File: config.mk
export PLATFORM = sky130hd
export DESIGN_NAME = xpwm_gen
export DESIGN_NICKNAME = d
export VERILOG_FILES = /design/src/rtl/xpwm_pkg.sv /design/src/rtl/xpwm_prescaler.sv /design/src/rtl/xpwm_counter.sv /design/src/rtl/xpwm_wave.sv /design/src/rtl/xpwm_gen.sv
export SDC_FILE = /design/constraint.sdc
export NUM_CORES = 1
export LEC_CHECK = 0
export BUFFER_PORTS_ARGS = -buffer_cell sky130_fd_sc_hd__buf_4
export CAP_MARGIN = 20
export CORE_AREA = 2 2 83 85
export DETAILED_ROUTE_END_ITERATION = 16
export DIE_AREA = 0 0 85 87
export PLACE_DENSITY = 0.45
export RECOVER_POWER = 100
export SLEW_MARGIN = 20
export SYNTH_ARGS = -nofsm -noshare
export SYNTH_HDL_FRONTEND = slang
export SYNTH_SLANG_ARGS = --single-unit
export TNS_END_PERCENT = 1
File: constraint.sdc
create_clock -name clk -period 1.6 [get_ports clk]
set_input_delay 0.08 -clock clk [delete_from_list [all_inputs] [get_ports clk]]
set_output_delay 0.08 -clock clk [all_outputs]
set_load 0.1 [all_outputs]
File: src/rtl/xpwm_pkg.sv
package xpwm_pkg;
   // tick divisor select codes
   typedef enum logic [1:0] {
      PSC_DIV64 = 2'b00,
      PSC_DIV8  = 2'b01,
      PSC_DIV2  = 2'b10,
      PSC_DIV1  = 2'b11
   } psc_sel_e;

   function automatic int max4(input int a, input int b, input int c, input int d);
      int m;
      m = a;
      if (b > m) m = b;
      if (c > m) m = c;
      if (d > m) m = d;
      return m;
   endfunction
endpackage

File: src/rtl/xpwm_prescaler.sv
module xpwm_prescaler
   import xpwm_pkg::*;
#(
   parameter int LOG_DIV_A = 6,
   parameter int LOG_DIV_B = 3,
   parameter int LOG_DIV_C = 1,
   parameter int LOG_DIV_D = 0
) (
   input  logic       clk,
   input  logic       rst_n,
   input  logic       run,
   input  logic       restart,
   input  logic [1:0] sel,
   output logic       tick
);
   localparam int RAW_W = max4(LOG_DIV_A, LOG_DIV_B, LOG_DIV_C, LOG_DIV_D);
   localparam int PSC_W = (RAW_W < 1) ? 1 : RAW_W;
   localparam logic [PSC_W-1:0] MASK_A = PSC_W'((1 << LOG_DIV_A) - 1);
   localparam logic [PSC_W-1:0] MASK_B = PSC_W'((1 << LOG_DIV_B) - 1);
   localparam logic [PSC_W-1:0] MASK_C = PSC_W'((1 << LOG_DIV_C) - 1);
   localparam logic [PSC_W-1:0] MASK_D = PSC_W'((1 << LOG_DIV_D) - 1);

   if (LOG_DIV_A < 0 || LOG_DIV_B < 0 || LOG_DIV_C < 0 || LOG_DIV_D < 0) begin : g_bad_div
      $error("xpwm_prescaler: divisor logs must be non-negative");
   end

   logic [PSC_W-1:0] pcnt;
   logic [PSC_W-1:0] mask;

   always_comb begin
      case (psc_sel_e'(sel))
         PSC_DIV64: mask = MASK_A;
         PSC_DIV8:  mask = MASK_B;
         PSC_DIV2:  mask = MASK_C;
         default:   mask = MASK_D;
      endcase
   end

   assign tick = run && !restart && ((pcnt & mask) == mask);

   always_ff @(posedge clk or negedge rst_n) begin
      if (!rst_n)       pcnt <= '0;
      else if (restart) pcnt <= '0;
      else if (run)     pcnt <= pcnt + 1'b1;
   end


   div1_tick_chk: assert property (@(posedge clk) disable iff (!rst_n)
      (run && !restart && sel == 2'b11) |-> tick);


   psc_hold_chk: assert property (@(posedge clk) disable iff (!rst_n)
      (!run && !restart) |=> $stable(pcnt));
endmodule

File: src/rtl/xpwm_counter.sv
module xpwm_counter #(
   parameter int BASE_W = 6,
   parameter int EXT_W  = 2
) (
   input  logic              clk,
   input  logic              rst_n,
   input  logic              tick,
   input  logic              restart,
   output logic [BASE_W-1:0] base,
   output logic [EXT_W-1:0]  ext,
   output logic              wrap_base,
   output logic              wrap_full
);
   localparam int CNT_W = BASE_W + EXT_W;

   logic [CNT_W-1:0] cnt;

   always_ff @(posedge clk or negedge rst_n) begin
      if (!rst_n)       cnt <= '0;
      else if (restart) cnt <= '0;
      else if (tick)    cnt <= cnt + 1'b1;
   end

   assign base      = cnt[BASE_W-1:0];
   assign ext       = cnt[CNT_W-1:BASE_W];
   assign wrap_base = tick && !restart && (&cnt[BASE_W-1:0]);
   assign wrap_full = tick && !restart && (&cnt);


   cnt_hold_chk: assert property (@(posedge clk) disable iff (!rst_n)
      (!tick && !restart) |=> $stable(cnt));


   cnt_step_chk: assert property (@(posedge clk) disable iff (!rst_n)
      (tick && !restart) |=> (cnt == $past(cnt) + 1'b1));


   cnt_clr_chk: assert property (@(posedge clk) disable iff (!rst_n)
      restart |=> (cnt == '0));
endmodule

File: src/rtl/xpwm_wave.sv
module xpwm_wave #(
   parameter int BASE_W  = 6,
   parameter int EXT_W   = 2,
   parameter bit REG_OUT = 1'b0
) (
   input  logic                     clk,
   input  logic                     rst_n,
   input  logic                     data_wr,
   input  logic [BASE_W+EXT_W-1:0]  data_in,
   input  logic                     reload_short,
   input  logic                     restart,
   input  logic                     wrap_base,
   input  logic                     wrap_full,
   input  logic [BASE_W-1:0]        base,
   input  logic [EXT_W-1:0]         ext,
   output logic                     pwm
);
   localparam int DATA_W = BASE_W + EXT_W;
   localparam logic [EXT_W-1:0] ONE_E = EXT_W'(1);

   logic [DATA_W-1:0] hold_q;
   logic [DATA_W-1:0] act_q;
   logic              reload;
   logic [BASE_W-1:0] coarse;
   logic [EXT_W-1:0]  fine;
   logic [EXT_W-1:0]  prev_idx;
   logic [EXT_W-1:0]  rank;
   logic              stretch;
   logic              hi_c;

   always_ff @(posedge clk or negedge rst_n) begin
      if (!rst_n)       hold_q <= '0;
      else if (data_wr) hold_q <= data_in;
   end

   assign reload = restart || (reload_short ? wrap_base : wrap_full);

   always_ff @(posedge clk or negedge rst_n) begin
      if (!rst_n)      act_q <= '0;
      else if (reload) act_q <= hold_q;
   end

   assign coarse   = act_q[DATA_W-1:EXT_W];
   assign fine     = act_q[EXT_W-1:0];
   assign prev_idx = ext - ONE_E;

   // stretch order: bit-reversed position of (period - 1)
   always_comb begin
      for (int i = 0; i < EXT_W; i++) rank[i] = prev_idx[EXT_W-1-i];
   end

   assign stretch = (rank < fine);
   assign hi_c    = (base < coarse) || ((base == coarse) && stretch);

   if (REG_OUT) begin : g_reg_out
      logic pwm_q;
      always_ff @(posedge clk or negedge rst_n) begin
         if (!rst_n) pwm_q <= 1'b0;
         else        pwm_q <= hi_c;
      end
      assign pwm = pwm_q;
   end else begin : g_comb_out
      assign pwm = hi_c;
   end


   long_reload_chk: assert property (@(posedge clk) disable iff (!rst_n)
      (!reload_short && wrap_base && !wrap_full && !restart) |=> $stable(act_q));


   no_reload_chk: assert property (@(posedge clk) disable iff (!rst_n)
      (!restart && !wrap_base && !wrap_full) |=> $stable(act_q));


   rise_at_zero_chk: assert property (@(posedge clk) disable iff (!rst_n)
      $rose(hi_c) |-> (base == '0));
endmodule

File: src/rtl/xpwm_gen.sv
module xpwm_gen #(
   parameter int BASE_W    = 6,
   parameter int EXT_W     = 2,
   parameter int LOG_DIV_A = 6,
   parameter int LOG_DIV_B = 3,
   parameter int LOG_DIV_C = 1,
   parameter int LOG_DIV_D = 0,
   parameter bit REG_OUT   = 1'b0
) (
   input  logic                    clk,
   input  logic                    rst_n,
   input  logic                    run_en,
   input  logic                    cnt_clr,
   input  logic                    reload_short,
   input  logic [1:0]              psc_sel,
   input  logic                    data_wr,
   input  logic [BASE_W+EXT_W-1:0] data_in,
   input  logic                    irq_ack,
   output logic                    pwm_out,
   output logic                    irq_pend
);
   if (BASE_W < 2 || BASE_W > 16) begin : g_bad_base
      $error("xpwm_gen: BASE_W out of range");
   end
   if (EXT_W < 1 || EXT_W > 4) begin : g_bad_ext
      $error("xpwm_gen: EXT_W out of range");
   end

   logic              tick;
   logic [BASE_W-1:0] base;
   logic [EXT_W-1:0]  ext;
   logic              wrap_base;
   logic              wrap_full;
   logic              irq_q;

   xpwm_prescaler #(
      .LOG_DIV_A(LOG_DIV_A), .LOG_DIV_B(LOG_DIV_B),
      .LOG_DIV_C(LOG_DIV_C), .LOG_DIV_D(LOG_DIV_D)
   ) u_psc (
      .clk(clk), .rst_n(rst_n), .run(run_en), .restart(cnt_clr),
      .sel(psc_sel), .tick(tick)
   );

   xpwm_counter #(.BASE_W(BASE_W), .EXT_W(EXT_W)) u_cnt (
      .clk(clk), .rst_n(rst_n), .tick(tick), .restart(cnt_clr),
      .base(base), .ext(ext), .wrap_base(wrap_base), .wrap_full(wrap_full)
   );

   xpwm_wave #(.BASE_W(BASE_W), .EXT_W(EXT_W), .REG_OUT(REG_OUT)) u_wave (
      .clk(clk), .rst_n(rst_n), .data_wr(data_wr), .data_in(data_in),
      .reload_short(reload_short), .restart(cnt_clr),
      .wrap_base(wrap_base), .wrap_full(wrap_full),
      .base(base), .ext(ext), .pwm(pwm_out)
   );

   always_ff @(posedge clk or negedge rst_n) begin
      if (!rst_n)         irq_q <= 1'b0;
      else if (wrap_full) irq_q <= 1'b1;
      else if (irq_ack)   irq_q <= 1'b0;
   end
   assign irq_pend = irq_q;


   irq_set_chk: assert property (@(posedge clk) disable iff (!rst_n)
      wrap_full |=> irq_pend);


   irq_keep_chk: assert property (@(posedge clk) disable iff (!rst_n)
      (irq_pend && !irq_ack) |=> irq_pend);
endmodule

Yosys cells after proc, flatten, opt, wreduce, memory -nomap -nowiden
Cells that the tools add are included.
Widths: inputs -> output; s select.
{ "totals": {"ramBits": 0, "reg_bits": 31, "n_memories": 0, "latch_bits": 0, "inputBits": 17, "out_inout_bits": 2, "rom_bits": 0} }
{ "classes": {"shifts": 0, "bitwise": 1, "mux": 8, "eq_ne": 4, "n_div": 0, "n_reduce_logical": 15, "n_lt_le_gt_ge": 2, "add_sub_neg": 3, "multipliers": 0} }
{ "ops": {"columns": ["operator", "n"], "rows": [
  ["$pmux 6 s3", 1],
  ["$mux 8", 2],
  ["$eq 6x6->1", 2],
  ["$mux 6", 2],
  ["$add 8x1->8 const B", 1],
  ["$reduce_and 8->1", 1],
  ["$add 6x1->6 const B", 1],
  ["$and 6x6->6", 1],
  ["$logic_and 1x1->1", 6],
  ["$lt 6x6->1", 1],
  ["$reduce_and 6->1", 1],
  ["$reduce_bool 2->1", 3],
  ["$mux 1", 3],
  ["$eq 2x1->1 const B", 1],
  ["$eq 2x2->1 const B", 1],
  ["$logic_not 2->1", 1],
  ["$logic_or 1x1->1", 2],
  ["$lt 2x2->1", 1],
  ["$sub 2x1->2 const B", 1],
  ["$logic_not 1->1", 1]
]} }

Logic depth before layout (Yosys ltp)
{ "depth": {"depth_word": 9, "ltp_mapped": 6, "ltp_nobuf": 6} }

Cells and area by module
Synthesis repeated with hierarchy kept, for this count alone.
{ "unflattened": {"hier_cells": 133, "area_unflattened_um2": 1557.7} }
{ "modules_own_cells": {"columns": ["module", "n_inst", "area_per_inst_um2", "seq_area_each_um2", "cells_per_inst"], "rows": [
  ["xpwm_wave", 1, 804.5, 400.4, 62],
  ["xpwm_counter", 1, 402.9, 200.2, 39],
  ["xpwm_prescaler", 1, 314.1, 150.1, 29],
  ["xpwm_gen", 1, 36.3, 25.0, 3]
]} }

Least setup slack after synthesis
OpenSTA, ideal clock, no wires.
{ "synth_path": {"kind": "register to output", "startpoint": "register u_cnt.cnt[3]", "endpoint": "output port pwm_out", "stages_incl_launch_ff": 6, "setup_slack_ns": -1.788, "arrival_ns": 3.308, "t_required_ns": 1.520, "cell_sequence": "dfrtp_1 -> ha_1 -> a21o_1 -> a21oi_1 -> nor2b_1 -> o31ai_1"} }
{ "synth_between": {"elab_chain_len": 3} }
{ "synth_lines": {"columns": ["element", "line_no", "source"], "rows": [
  ["from (decl)", "xpwm_counter.sv:16", "logic [CNT_W-1:0] cnt;"],
  ["from (signal assigned)", "xpwm_counter.sv:21", "else if (tick) cnt <= cnt + 1'b1;"],
  ["branches (longest 2 deep; another with $lt 6x6->1)", null, null],
  ["$logic_or 1x1->1 (*)", "xpwm_wave.sv:53", "assign hi_c = (base < coarse) || ((base == coarse) && stretch);"],
  ["to (decl)", "xpwm_gen.sv:19", "output logic pwm_out,"]
]} }
Mark *: on every way between the ends.

Worst setup path after layout
{ "layout_path": {"startpoint": "register u_wave.act_q[5]", "endpoint": "output port pwm_out"} }
{ "layout_between": {"elab_chain_len": 3} }
{ "layout_lines": {"columns": ["element", "line_no", "source"], "rows": [
  ["from (decl)", "xpwm_wave.sv:22", "logic [DATA_W-1:0] act_q;"],
  ["from (signal assigned)", "xpwm_wave.sv:40", "else if (reload) act_q <= hold_q;"],
  ["branches (longest 2 deep; another with $lt 6x6->1)", null, null],
  ["$logic_or 1x1->1 (*)", "xpwm_wave.sv:53", null]
]} }
Marks and branches as above.

==> results.txt <==
status: finished, violations left
failing checks: negative setup slack
largest net degree at the start of global routing: 32
drt total wl: 3280 um
setup violators final: 10
Crit. path cell count: 7
crit path buf inv count: 2
CTS tree: yes
Hold Crit Depth: 2
Worst Hold Class: in2reg
DIE AREA: 0.00740 mm2
Max-slew headroom: 45.9%
worst-skew pair later-pin latency: 280 ps
startpoint types: register
peak per-stage delay on the critical path: 390 ps
GRT overflow: 0
share of layout cells above drive strength 1: 35.9%
final worst slack: -272 ps
final period utilization: 117%
Synth area leader: dfrtp_1
Initial Util: 24.3%
NumNets Final: 207
Leak: 0.00102 uW
Place WS: -87.9 ps
delay-heaviest family, CP: compound AO/OA/AOI/OAI gates
max-slew violation count: 0
Crit. End Element: primary output
core region area: 0.00657 mm2
critical path type: reg2out
max_cap viols: 0
top cells by area, synth: dfrtp_1 (49%), mux2_2 (8.5%), ha_1 (7.8%)
GRT Total Usage: 9.71%
clk root buf: clkbuf_8
synth warn: 0
# rows: 30
Mean Syn Cell Area: 11.9 um2
Layout fillers: 667
Ports: 19
Req. time, crit path: 1520 ps
initial antenna violation count: 0
Syn Std Cell Area: 0.00160 mm2
clk_skew: 6.29 ps
reg2reg setup slack: -160 ps
clk sink count: 31
Critical Path, Cell by Cell: inv_2, ha_4, a21o_1, a21oi_1, nor2b_1, o31ai_4, buf_12
Cells after DPL: 248
commonest non-fill, non-tap cell in the layout: buf_4
RSZ-0062 raised after global routing: yes
Pre-Repair DR Iteration Count: 4
Final Hold Viols: 0
DRT iter0 DRCs: 43
number of global-route vias before repair: 1239
final hold slack: 32.5 ps
number of CTS-inserted buffers: 5
final std cells w/o fill: 261
antenna cells: 0
CP arrival: 1790 ps
reg2reg path depth: 6
FFs w/ async S/R, synth: 100%
gpl congestion: 0.734
die width: 85 um
Synth cell types: 32
post-DP HPWL: 2470 um
H-tree depth: 2
clk buf depth: 2
clk slew on worst S/H paths: 60 ps
DRC: 0
most frequent cells in the layout: buf_4 (33), dfrtp_1 (31), mux2_2 (12), inv_1 (10), ha_1 (9)
Peak Freq: 0.534 GHz
post-synth top area share: 48.6%
register bit total from synthesis: 31
Die Y: 87 um
Antenna Violating Nets Remaining: 0
peak supply drop: 0.571 mV
Post-synth EDFFs: 0
Vias/cell: 4.41
slowest cell on the critical path: dfrtp_1
WL/cell: 12.6 um
Seq/Total Area, Yosys: 48.6%
Area growth syn-to-layout: 33.9%
first-pass GRT wire length: 5630 um
Mapped Nets: 161
pwr dens: 842 mW/mm2
IO buf count: 18
routed vias: 1151
Critical Path Fanout Max: 2
Most used DFF post-synth: dfrtp_1
actual slew at the worst max-slew pin: 811 ps
Tmin final: 1870 ps
Syn Inst Count: 134
-- cell usage after synthesis (all sizes together), types with 3 or more instances --
cell type,instances
nand2,5
o21ai,3
mux2,18
a21oi,6
inv,11
nor2,8
mux2i,5
xor2,3
nand4,6
dfrtp,31
nand2b,6
ha,10
-- what timing repair did --
item	4_1_cts	5_1_grt
gates resized for setup	3	4
gates cloned	0	0
endpoints found under the hold margin	32	0
hold buffers	2	0
setup endpoints to repair	9	14
setup buffers	1	2
pin swaps	0	3
-- final timing paths --
check,start,endpoint
worst max-delay path,u_wave.act_q[5],pwm_out
worst min-delay path,data_in[0],u_wave.hold_q[0]
worst max register to register,u_cnt.cnt[2],u_wave.act_q[5]
worst min register to register,u_wave.act_q[0],u_wave.act_q[0]
max in group asynchronous,rst_n,u_wave.act_q[1]
min in group asynchronous,rst_n,u_psc.pcnt[1]
-- sequential cells by signal, summed over array words and instances (netlist names) --
register,cells
u_psc.pcnt,6
irq_pend,1
u_wave.hold_q,8
u_cnt.cnt,8
u_wave.act_q,8
-- power by group --
part           total (uW)  leakage [uW]  switching [uW]  internal (uW)
sequential            871      0.000395            29.1            841
clock                 670     0.0000515             278            392
combinational         259      0.000573             120            139
-- cells by family after synthesis --
group | synth area share [%]
buf+inv | 3.76
mux | 15.8
xor+xnor | 2.19
flops | 48.6
simple gates | 14.3
fa+ha+maj | 7.84
compound gates | 7.52
-- per-stage QoR --
stage          total power [uW]  utilization (%)  cell area, um2  setup TNS, ps
2_1_floorplan              1020                -            1610           -766
3_3_place_gp               1120             30.2            1980           -734
3_5_place_dp               1140             30.2            1980           -683
4_1_cts                    1830             32.3            2120          -1380
5_1_grt                    1900             32.5            2140          -2250
6_report                   1800             32.5            2140          -1460
-- metal layers --
layer / share of wire, % / track usage [%]
met5: 0 / 0
met4: 1.0 / 3.75
met3: 3.7 / 3.22
met2: 50 / 16.5
met1: 45 / 11.4
-- layout make-up --
class | count | area, um2 | share of cell area [%]
multi-input combinational | 89 | 791 | 37.0
sequential | 31 | 776 | 36.3
timing repair buffer | 42 | 329 | 15.4
clock buffer | 8 | 100 | 4.68
tap | 80 | 100 | 4.68
inverter | 11 | 41.3 | 1.93
Power figures use the tool's default switching activity.
